### config.mk
export PLATFORM = sky130hd
export DESIGN_NAME = irq_present_ctrl
export DESIGN_NICKNAME = d
export VERILOG_FILES = /design/src/rtl/ipc_pkg.sv /design/src/rtl/ipc_src_arb.sv /design/src/rtl/ipc_ipi_check.sv /design/src/rtl/ipc_next_state.sv /design/src/rtl/irq_present_ctrl.sv
export SDC_FILE = /design/constraint.sdc
export NUM_CORES = 1
export LEC_CHECK = 0
export BUFFER_PORTS_ARGS = -buffer_cell sky130_fd_sc_hd__buf_2
export CORE_MARGIN = 2
export CORE_UTILIZATION = 57
export CTS_CLUSTER_DIAMETER = 50
export CTS_CLUSTER_SIZE = 10
export DETAILED_ROUTE_END_ITERATION = 6
export PLACE_DENSITY = 0.85
export SLEW_MARGIN = 15
export SYNTH_ARGS = -nofsm -noshare
export SYNTH_HDL_FRONTEND = slang
export SYNTH_SLANG_ARGS = --single-unit
export TNS_END_PERCENT = 1
### constraint.sdc
create_clock -name clk_i -period 4.7 [get_ports clk_i]
set_input_delay 0.47 -clock clk_i [delete_from_list [all_inputs] [get_ports clk_i]]
set_output_delay 0.47 -clock clk_i [all_outputs]
set_load 0.1 [all_outputs]
### src/rtl/ipc_pkg.sv
package ipc_pkg;
  typedef enum logic [1:0] {
    OP_SET_CPPR = 2'd0,
    OP_SET_IPI  = 2'd1,
    OP_ACCEPT   = 2'd2,
    OP_EOI      = 2'd3
  } ipc_op_e;
endpackage

### src/rtl/ipc_src_arb.sv
// Decides whether an offered source beats the currently installed one.
module ipc_src_arb #(
  parameter int SRC_W  = 24,
  parameter int PRIO_W = 8
) (
  input  logic [PRIO_W-1:0] cppr_i,
  input  logic [SRC_W-1:0]  xisr_i,
  input  logic [PRIO_W-1:0] pend_i,
  input  logic [SRC_W-1:0]  in_num_i,
  input  logic [PRIO_W-1:0] in_prio_i,
  output logic              take_o,
  output logic              rej_o,
  output logic [SRC_W-1:0]  rej_num_o
);
  logic busy, lose;
  always_comb begin
    busy      = (xisr_i != '0);
    lose      = (in_prio_i >= cppr_i) || (busy && (pend_i <= in_prio_i));
    take_o    = !lose;
    rej_o     = lose || busy;
    rej_num_o = lose ? in_num_i : xisr_i;
  end
endmodule

### src/rtl/ipc_ipi_check.sv
// IPI check: install unless an equal-or-better source is pending.
module ipc_ipi_check #(
  parameter int SRC_W  = 24,
  parameter int PRIO_W = 8
) (
  input  logic [SRC_W-1:0]  xisr_i,
  input  logic [PRIO_W-1:0] pend_i,
  input  logic [PRIO_W-1:0] mfrr_i,
  output logic              take_o,
  output logic              rej_o,
  output logic [SRC_W-1:0]  rej_num_o
);
  logic busy;
  always_comb begin
    busy      = (xisr_i != '0);
    take_o    = !(busy && (pend_i <= mfrr_i));
    rej_o     = take_o && busy;
    rej_num_o = xisr_i;
  end
endmodule

### src/rtl/ipc_next_state.sv
module ipc_next_state
  import ipc_pkg::*;
#(
  parameter int SRC_W   = 24,
  parameter int PRIO_W  = 8,
  parameter int IPI_NUM = 2
) (
  input  logic                    cmd_valid_i,
  input  ipc_op_e                 cmd_op_i,
  input  logic [PRIO_W+SRC_W-1:0] cmd_data_i,
  input  logic                    src_valid_i,
  input  logic [SRC_W-1:0]        src_num_i,
  input  logic [PRIO_W-1:0]       src_prio_i,
  input  logic [PRIO_W-1:0]       cppr_i,
  input  logic [SRC_W-1:0]        xisr_i,
  input  logic [PRIO_W-1:0]       pend_i,
  input  logic [PRIO_W-1:0]       mfrr_i,
  input  logic                    irq_i,
  output logic [PRIO_W-1:0]       cppr_o,
  output logic [SRC_W-1:0]        xisr_o,
  output logic [PRIO_W-1:0]       pend_o,
  output logic [PRIO_W-1:0]       mfrr_o,
  output logic                    irq_o,
  output logic                    rej_v_o,
  output logic [SRC_W-1:0]        rej_num_o,
  output logic                    eoi_v_o,
  output logic [SRC_W-1:0]        eoi_num_o,
  output logic                    resend_o,
  output logic                    acc_v_o,
  output logic [PRIO_W+SRC_W-1:0] acc_data_o
);
  localparam int REG_W = PRIO_W + SRC_W;
  localparam logic [SRC_W-1:0] IPI_ID = SRC_W'(IPI_NUM);

  logic              busy;
  logic [PRIO_W-1:0] op_prio;
  logic [PRIO_W-1:0] cppr_after;

  // delivery arbitration
  logic              arb_take, arb_rej;
  logic [SRC_W-1:0]  arb_rej_num;
  ipc_src_arb #(.SRC_W(SRC_W), .PRIO_W(PRIO_W)) u_arb (
    .cppr_i   (cppr_i),
    .xisr_i   (xisr_i),
    .pend_i   (pend_i),
    .in_num_i (src_num_i),
    .in_prio_i(src_prio_i),
    .take_o   (arb_take),
    .rej_o    (arb_rej),
    .rej_num_o(arb_rej_num)
  );

  // IPI check for a new IPI priority
  logic              ipw_take, ipw_rej;
  logic [SRC_W-1:0]  ipw_rej_num;
  ipc_ipi_check #(.SRC_W(SRC_W), .PRIO_W(PRIO_W)) u_ipi_wr (
    .xisr_i   (xisr_i),
    .pend_i   (pend_i),
    .mfrr_i   (op_prio),
    .take_o   (ipw_take),
    .rej_o    (ipw_rej),
    .rej_num_o(ipw_rej_num)
  );

  // IPI check inside a resend (stored IPI priority)
  logic              irs_take, irs_rej;
  logic [SRC_W-1:0]  irs_rej_num;
  ipc_ipi_check #(.SRC_W(SRC_W), .PRIO_W(PRIO_W)) u_ipi_rs (
    .xisr_i   (xisr_i),
    .pend_i   (pend_i),
    .mfrr_i   (mfrr_i),
    .take_o   (irs_take),
    .rej_o    (irs_rej),
    .rej_num_o(irs_rej_num)
  );

  always_comb begin
    busy       = (xisr_i != '0);
    op_prio    = cmd_data_i[PRIO_W-1:0];
    cppr_after = (cmd_op_i == OP_EOI) ? cmd_data_i[REG_W-1:SRC_W] : op_prio;

    cppr_o     = cppr_i;
    xisr_o     = xisr_i;
    pend_o     = pend_i;
    mfrr_o     = mfrr_i;
    irq_o      = irq_i;
    rej_v_o    = 1'b0;
    rej_num_o  = '0;
    eoi_v_o    = 1'b0;
    eoi_num_o  = '0;
    resend_o   = 1'b0;
    acc_v_o    = 1'b0;
    acc_data_o = '0;

    if (cmd_valid_i) begin
      unique case (cmd_op_i)
        OP_SET_CPPR: begin
          cppr_o = op_prio;
          if (op_prio < cppr_i) begin
            if (busy && (op_prio <= pend_i)) begin
              xisr_o    = '0;
              irq_o     = 1'b0;
              rej_v_o   = 1'b1;
              rej_num_o = xisr_i;
            end
          end else if (!busy) begin
            resend_o = 1'b1;
            if ((mfrr_i < cppr_after) && irs_take) begin
              rej_v_o   = irs_rej;
              rej_num_o = irs_rej ? irs_rej_num : '0;
              xisr_o    = IPI_ID;
              pend_o    = mfrr_i;
              irq_o     = 1'b1;
            end
          end
        end
        OP_SET_IPI: begin
          mfrr_o = op_prio;
          if ((op_prio < cppr_i) && ipw_take) begin
            rej_v_o   = ipw_rej;
            rej_num_o = ipw_rej ? ipw_rej_num : '0;
            xisr_o    = IPI_ID;
            pend_o    = op_prio;
            irq_o     = 1'b1;
          end
        end
        OP_ACCEPT: begin
          acc_v_o    = 1'b1;
          acc_data_o = {cppr_i, xisr_i};
          irq_o      = 1'b0;
          cppr_o     = pend_i;
          xisr_o     = '0;
        end
        OP_EOI: begin
          cppr_o    = cppr_after;
          eoi_v_o   = 1'b1;
          eoi_num_o = cmd_data_i[SRC_W-1:0];
          if (!busy) begin
            resend_o = 1'b1;
            if ((mfrr_i < cppr_after) && irs_take) begin
              xisr_o = IPI_ID;
              pend_o = mfrr_i;
              irq_o  = 1'b1;
            end
          end
        end
        default: ;
      endcase
    end else if (src_valid_i) begin
      rej_v_o   = arb_rej;
      rej_num_o = arb_rej_num;
      if (arb_take) begin
        xisr_o = src_num_i;
        pend_o = src_prio_i;
        irq_o  = 1'b1;
      end
    end
  end
endmodule

### src/rtl/irq_present_ctrl.sv
module irq_present_ctrl
  import ipc_pkg::*;
#(
  parameter int SRC_W   = 24,
  parameter int PRIO_W  = 8,
  parameter int IPI_NUM = 2
) (
  input  logic                    clk_i,
  input  logic                    rst_ni,
  input  logic                    src_valid_i,
  input  logic [SRC_W-1:0]        src_num_i,
  input  logic [PRIO_W-1:0]       src_prio_i,
  output logic                    src_ready_o,
  input  logic                    cmd_valid_i,
  input  logic [1:0]              cmd_op_i,
  input  logic [PRIO_W+SRC_W-1:0] cmd_data_i,
  output logic                    acc_valid_o,
  output logic [PRIO_W+SRC_W-1:0] acc_data_o,
  output logic                    irq_o,
  output logic                    rej_valid_o,
  output logic [SRC_W-1:0]        rej_num_o,
  output logic                    eoi_valid_o,
  output logic [SRC_W-1:0]        eoi_num_o,
  output logic                    resend_o
);
  localparam int REG_W = PRIO_W + SRC_W;
  localparam logic [PRIO_W-1:0] PRIO_LEAST = '1;

  logic [PRIO_W-1:0] cppr_q, pend_q, mfrr_q;
  logic [SRC_W-1:0]  xisr_q;
  logic              irq_q;

  logic [PRIO_W-1:0] cppr_d, pend_d, mfrr_d;
  logic [SRC_W-1:0]  xisr_d;
  logic              irq_d;
  logic              rej_v_d, eoi_v_d, rsd_d, acc_v_d;
  logic [SRC_W-1:0]  rej_num_d, eoi_num_d;
  logic [REG_W-1:0]  acc_data_d;

  assign src_ready_o = !cmd_valid_i;

  ipc_next_state #(.SRC_W(SRC_W), .PRIO_W(PRIO_W), .IPI_NUM(IPI_NUM)) u_next (
    .cmd_valid_i(cmd_valid_i),
    .cmd_op_i   (ipc_op_e'(cmd_op_i)),
    .cmd_data_i (cmd_data_i),
    .src_valid_i(src_valid_i),
    .src_num_i  (src_num_i),
    .src_prio_i (src_prio_i),
    .cppr_i     (cppr_q),
    .xisr_i     (xisr_q),
    .pend_i     (pend_q),
    .mfrr_i     (mfrr_q),
    .irq_i      (irq_q),
    .cppr_o     (cppr_d),
    .xisr_o     (xisr_d),
    .pend_o     (pend_d),
    .mfrr_o     (mfrr_d),
    .irq_o      (irq_d),
    .rej_v_o    (rej_v_d),
    .rej_num_o  (rej_num_d),
    .eoi_v_o    (eoi_v_d),
    .eoi_num_o  (eoi_num_d),
    .resend_o   (rsd_d),
    .acc_v_o    (acc_v_d),
    .acc_data_o (acc_data_d)
  );

  always_ff @(posedge clk_i or negedge rst_ni) begin
    if (!rst_ni) begin
      cppr_q      <= '0;
      xisr_q      <= '0;
      pend_q      <= PRIO_LEAST;
      mfrr_q      <= PRIO_LEAST;
      irq_q       <= 1'b0;
      rej_valid_o <= 1'b0;
      rej_num_o   <= '0;
      eoi_valid_o <= 1'b0;
      eoi_num_o   <= '0;
      resend_o    <= 1'b0;
      acc_valid_o <= 1'b0;
      acc_data_o  <= '0;
    end else begin
      cppr_q      <= cppr_d;
      xisr_q      <= xisr_d;
      pend_q      <= pend_d;
      mfrr_q      <= mfrr_d;
      irq_q       <= irq_d;
      rej_valid_o <= rej_v_d;
      rej_num_o   <= rej_num_d;
      eoi_valid_o <= eoi_v_d;
      eoi_num_o   <= eoi_num_d;
      resend_o    <= rsd_d;
      acc_valid_o <= acc_v_d;
      acc_data_o  <= acc_data_d;
    end
  end

  assign irq_o = irq_q;
endmodule

Yosys cells after proc, flatten, opt, wreduce, memory -nomap -nowiden
Index checks and enable logic that the tools add are counted.

Register bits after elaboration: 133. Input bits: 70. Output and inout bits: 86. Word-level logic and storage cells: 107.

$lt $le $gt $ge: 7. Equal/unequal tests: 8. Mux-type cells: 59. Reductions and logical operators: 21.

Operators by type and width (number): 24-bit 2-to-1 mux (20); 24-bit one-hot mux with 4 select lines (1); 32-bit 2-to-1 mux (2); 8-bit 2-to-1 mux (8); 24-bit one-hot mux with 2 select lines (1); 8-bit one-hot mux with 3 select lines (2); 8-bit <= comparator (4); 24-bit nonzero test (1); 1-bit 2-to-1 mux (22); 8-bit less-than comparator (2); 8-bit >= comparator (1); 1-bit logical AND (8); 5-bit AND reduction (1); 2-bit equality test (second input constant) (2); 4-bit by 1-bit != test with 1-bit output (second input constant) (1); 4-bit by 3-bit != test with 1-bit output (second input constant) (1); 1-bit one-hot mux with 2 select lines (2); 1-bit one-hot mux with 4 select lines (1); 2-bit AND reduction (2); 4-bit AND reduction (1); 1-bit logical NOT (3); 3-bit by 2-bit != test with 1-bit output (second input constant) (1); 3-bit != test (second input constant) (1); 3-bit nonzero test (1); other kinds (5) (6).

Logic depth before layout (Yosys ltp)
Depth in word-level cells: 10. Depth in mapped cells: 13. Gate-level depth less buffers: 10.

Hierarchy
A second synthesis with hierarchy kept.

Cells, all modules: 895. Area total of the unflattened synthesis: 8602.0 sq um.

Modules (own cells, without submodules): ipc_next_state (instances 1, cells an instance 547, area each 3470.8 sq um, seq. area each 0.0 sq um); irq_present_ctrl (instances 1, cells an instance 134, area each 3352.0 sq um, seq. area each 3348.2 sq um); ipc_src_arb (instances 1, cells an instance 90, area each 895.9 sq um, seq. area each 0.0 sq um); ipc_ipi_check (instances 2, cells an instance 62, area each 441.7 sq um, seq. area each 0.0 sq um).

Worst setup path after synthesis
Ideal clock, no wire load.

Path type: input to register. Start point: input cmd_op_i[0]. End point: register xisr_q[0]. Library setup time: 0.121 ns. Arrival time: 2.966 ns. Required time: 4.579 ns. Setup slack: 1.613 ns. Stages on the path: 13. Buffers on the path: 3. Cell sequence: ha_1 -> clkbuf_1 -> buf_1 -> mux2i_1 -> ha_1 -> o21ai_0 -> a21oi_1 -> o31ai_1 -> o2111ai_1 -> nand2_1 -> nand4_4 -> buf_6 -> a22o_1.

Longest elaborated chain between the ends: 9. Elaborated cells on any way between the ends: 15. Classes of those cells: order compare: 1; eq/ne: 5; mux: 6; reduce/logical: 3.

RTL lines: start, declared (line irq_present_ctrl.sv:15) `input logic [1:0] cmd_op_i,`; 2-bit equality test (line ipc_next_state.sv:80, ipc_next_state.sv:96); 8-bit 2-to-1 mux (line ipc_next_state.sv:80) `cppr_after = (cmd_op_i == OP_EOI) ? cmd_data_i[REG_W-1:SRC_W] : op_prio;`; 8-bit less-than comparator (line ipc_next_state.sv:108, ipc_next_state.sv:140); 1-bit logical AND (line ipc_next_state.sv:108, ipc_next_state.sv:140); 24-bit 2-to-1 mux (3 in a row); 24-bit one-hot mux with 4 select lines (line ipc_next_state.sv:96) `unique case (cmd_op_i)`; 24-bit 2-to-1 mux (line ipc_next_state.sv:95) `if (cmd_valid_i) begin`; end signal, assigned (line irq_present_ctrl.sv:84) `xisr_q <= xisr_d;`; end, declared (line irq_present_ctrl.sv:30) `logic [SRC_W-1:0] xisr_q;`.

Several ways; a longest one is shown, not always the timed one. A chain may end at the register's enable or synchronous reset.

Final worst setup path
Ends and elaborated chain as after synthesis.

==> Implementation_results.wiki <==
{| class="wikitable"
! Metric !! Value
|-
| Utilization of the core after routing || between 70% and 80%
|-
| Deepest clock path buffer count || 2
|-
| Number of pins with negative max-slew slack in the final report || 0
|-
| Wire length of the first global-routing pass || ~25000 um
|-
| Share of synthesized flip-flops with an asynchronous set or reset || 100%
|-
| Arrival time worst endpoint || roughly 3.6 ns
|-
| Hold Fails Final Rpt || 0
|-
| Kind of launch point of the worst setup path || input pin
|-
| Cell area after synthesis || about 6200 um^2
|-
| Worst slew slack as a fraction of its limit || 28.6%
|-
| Post-synthesis sequential area ratio || between 50% and 60%
|-
| Pleak || 4.26 nW
|-
| Largest vdd supply drop || roughly 0.35 mV
|-
| Initial core utilization || approximately 58%
|-
| Critical Path Fanout Max || 24
|-
| Total length of routed wires || 15800 um
|-
| Final cycle utilization of the critical path || roughly two thirds
|-
| Number of cell rows || 38
|-
| Crit end category || flip-flop
|-
| Post-CTS setup repair buffer count || 0
|-
| Global route total overflow || 0
|-
| Flip-flop and latch count after synthesis || approximately 130
|-
| Unrepaired setup endpoints after global routing || no
|-
| Number of buffers created by CTS || 17
|-
| Final sum of negative setup slack || 0 ns
|-
| Detailed router's first-iteration violation count || between 300 and 400
|-
| Setup slack of the worst register-to-register path || about 1.5 ns
|-
| Pin count of the biggest net entering global routing || 80
|-
| Number of gates resized after cts || 0
|-
| Deepest level of the CTS H-tree || 4
|-
| Inserted Diodes || 0
|-
| Most frequent cells in the layout || sky130_fd_sc_hd__buf_2, sky130_fd_sc_hd__dfrtp_1, sky130_fd_sc_hd__a22o_1
|-
| Proportion of layout cells with a drive suffix above 1 || 33.9%
|-
| Vias per std cell || around 6.0
|-
| DR pass1 iterations || 6
|-
| Count of unique library cells instantiated by Yosys || 55
|-
| Clock latency of the later-clocked register in the worst-skew pair || approximately 0.52 ns
|-
| Setup clock skew after layout || about 0.0095 ns
|-
| Syn_nets || 639
|-
| Floorplan core area || roughly 11000 um^2
|-
| Worst Max-Slew Pin Slew || 1.07 ns
|-
| Slowest stage delay, CP || 0.86 ns
|-
| Clk root buf || sky130_fd_sc_hd__clkbuf_8
|-
| Maximum clock frequency || ~310 MHz
|-
| Type of the worst setup path || in -> reg
|-
| Setup violators final || 0
|-
| Total power per unit cell area || between 600 and 700 nW/um^2
|-
| Slowest cell on the critical path || sky130_fd_sc_hd__ha_1
|-
| Number of global-route vias before repair || about 5000
|-
| Post-layout net count || just under 800
|-
| Die Width || ~110 um
|-
| Required time of the critical path || 5.09 ns
|-
| Most frequent standard cell in the layout excluding fill and tap cells || sky130_fd_sc_hd__buf_2
|-
| Number of remaining DRC errors || 0
|-
| Outcome || finished, final reports clean
|-
| Syn_area_per_cell || roughly 12 um^2
|-
| Total of buffers placed on input and output ports || 155
|-
| Detail-routed net length per standard cell || approximately 19 um
|-
| Synth Flop Type || sky130_fd_sc_hd__dfrtp_1
|-
| Setup slack after placement || 1.05 ns
|-
| Die outline height || around 110 um
|-
| Number of standard cells after synthesis || roughly 530
|-
| Clock Pin Slew Worst Setup and Hold Paths || about 0.060 ns
|-
| Overall via count from detail_route || between 4000 and 5000
|-
| Global-route usage over all layers || 27.9%
|-
| Hold Buf Count CTS || 1
|-
| Max Cap Violations || 0
|-
| CTS tree || built
|-
| # IOs || roughly 160
|-
| RD Place Congestion || 0.994
|-
| Initial antenna violation count || 0
|-
| Worst min-delay path category || in -> reg
|-
| Cells along the critical path || buf_2, ha_1, buf_4, mux2i_1, ha_1, nand2_1, nor3_1, o31ai_1, o2111ai_1, nand2_1, nand4_4, a22o_1
|-
| Number of enable-type register cells in the synthesized netlist || 0
|-
| Number of nets with antenna violations after detailed routing || 0
|-
| HPWL after detailed placement || between 10000 and 15000 um
|-
| Post-layout min period || 3.19 ns
|-
| Die Footprint || 11700 um^2
|-
| Warnings from Yosys || 0
|-
| Clock tree sinks || 133
|-
| Area growth, synth to finish || 23.2%
|-
| Worst Setup Slack, final || approximately 1.5 ns
|}
worst max-delay path, delay by kind of cell:
| family | cells | cell delay, ns |
|---|---|---|
| AND/OR/NAND/NOR | 4 | 0.68 |
| adder cells (fa/ha/maj) | 2 | 1.11 |
| buffers and inverters | 2 | 0.45 |
| multiplexers | 1 | 0.21 |
| AO/OA/AOI/OAI | 3 | 0.65 |
final timing paths:
kind                             endpoint  depth (start not counted)          from
setup / recovery                xisr_q[0]                         12   cmd_op_i[0]
hold / removal               rej_num_o[6]                          2  src_num_i[6]
setup reg to reg            rej_num_o[21]                          9     pend_q[5]
hold reg to reg                 mfrr_q[0]                          2     mfrr_q[0]
max in group asynchronous      xisr_q[21]                          3        rst_ni
min in group asynchronous  acc_data_o[13]                          2        rst_ni
through the flow:
| stage | cells | area (um^2) | total power [mW] | hold WS [ns] |
|---|---|---|---|---|
| floorplan | 527 | 6200 | 3.04 | 0.174 |
| global placement | 798 | 7040 | 3.35 | 0.361 |
| detailed placement | 798 | 7040 | 3.42 | 0.370 |
| CTS | 831 | 7630 | 4.71 | 0.180 |
| global route | 831 | 7630 | 4.94 | 0.169 |
| finish | 831 | 7630 | 4.71 | 0.193 |
cell type report:
cell class | instances | area, um^2
flip-flops and latches | 133 | 3350
fillers | 782 | 3110
multi-input cells | 325 | 2550
repair buffers | 162 | 833
clock buffers | 19 | 442
well taps | 140 | 175
inverters | 39 | 146
clock inverters | 13 | 136
report_power, final:
part,switching [mW],total (mW),internal (mW)
logic,1.33,1.84,0.517
clock network,0.521,1.27,0.745
registers,0.185,1.60,1.41
total,2.03,4.71,2.68
synthesized netlist by cell type, types with 5 or more instances:
cell                       instances  share of area [%]
sky130_fd_sc_hd__dfrtp_1         117                 47
sky130_fd_sc_hd__buf_6             5               0.91
sky130_fd_sc_hd__ha_1             42                8.5
sky130_fd_sc_hd__nand2_1          24                1.5
sky130_fd_sc_hd__dfstp_2          16                6.8
sky130_fd_sc_hd__nand4_1           6               0.61
sky130_fd_sc_hd__o211ai_1          8               0.97
sky130_fd_sc_hd__nor2b_1           5               0.50
sky130_fd_sc_hd__inv_1            39                2.4
sky130_fd_sc_hd__a21oi_1          19                1.5
sky130_fd_sc_hd__and3_1           54                5.5
sky130_fd_sc_hd__a211oi_1         10                1.2
sky130_fd_sc_hd__nor4_1            6               0.61
sky130_fd_sc_hd__mux2i_1          16                2.6
sky130_fd_sc_hd__clkbuf_1         21                1.3
sky130_fd_sc_hd__o21ai_0          16                1.3
sky130_fd_sc_hd__nor2_1           15               0.91
sky130_fd_sc_hd__mux2_2            7                1.3
sky130_fd_sc_hd__a22o_1           55                7.8
metal layers:
metal	routed length, um	vias to the layer above	global-route usage, %
met5	0	-	0
met4	387	0	11.0
li1	-	2230	-
met3	1070	47	6.27
met1	6140	2437	33.3
met2	8170	247	49.1
cell families (layout without fill, tap and decap cells):
group           count (synthesis)  in the layout  synth area share [%]
simple gates                  129            129                  12.0
compound gates                130            130                  16.6
mux                            24             24                  4.04
fa+ha+maj                      42             42                  8.48
buf+inv                        69            233                  4.83
flops                         133            133                  54.0
sequential cells by signal, indices dropped and copies added, names as in the netlist:
signal	flops
eoi_num_o	24
mfrr_q	8
cppr_q	8
pend_q	8
resend_o	1
acc_valid_o	1
irq_o	1
rej_valid_o	1
eoi_valid_o	1
xisr_q	24
rej_num_o	24
acc_data_o	32
Note: power is estimated with default switching activity, not from simulation.
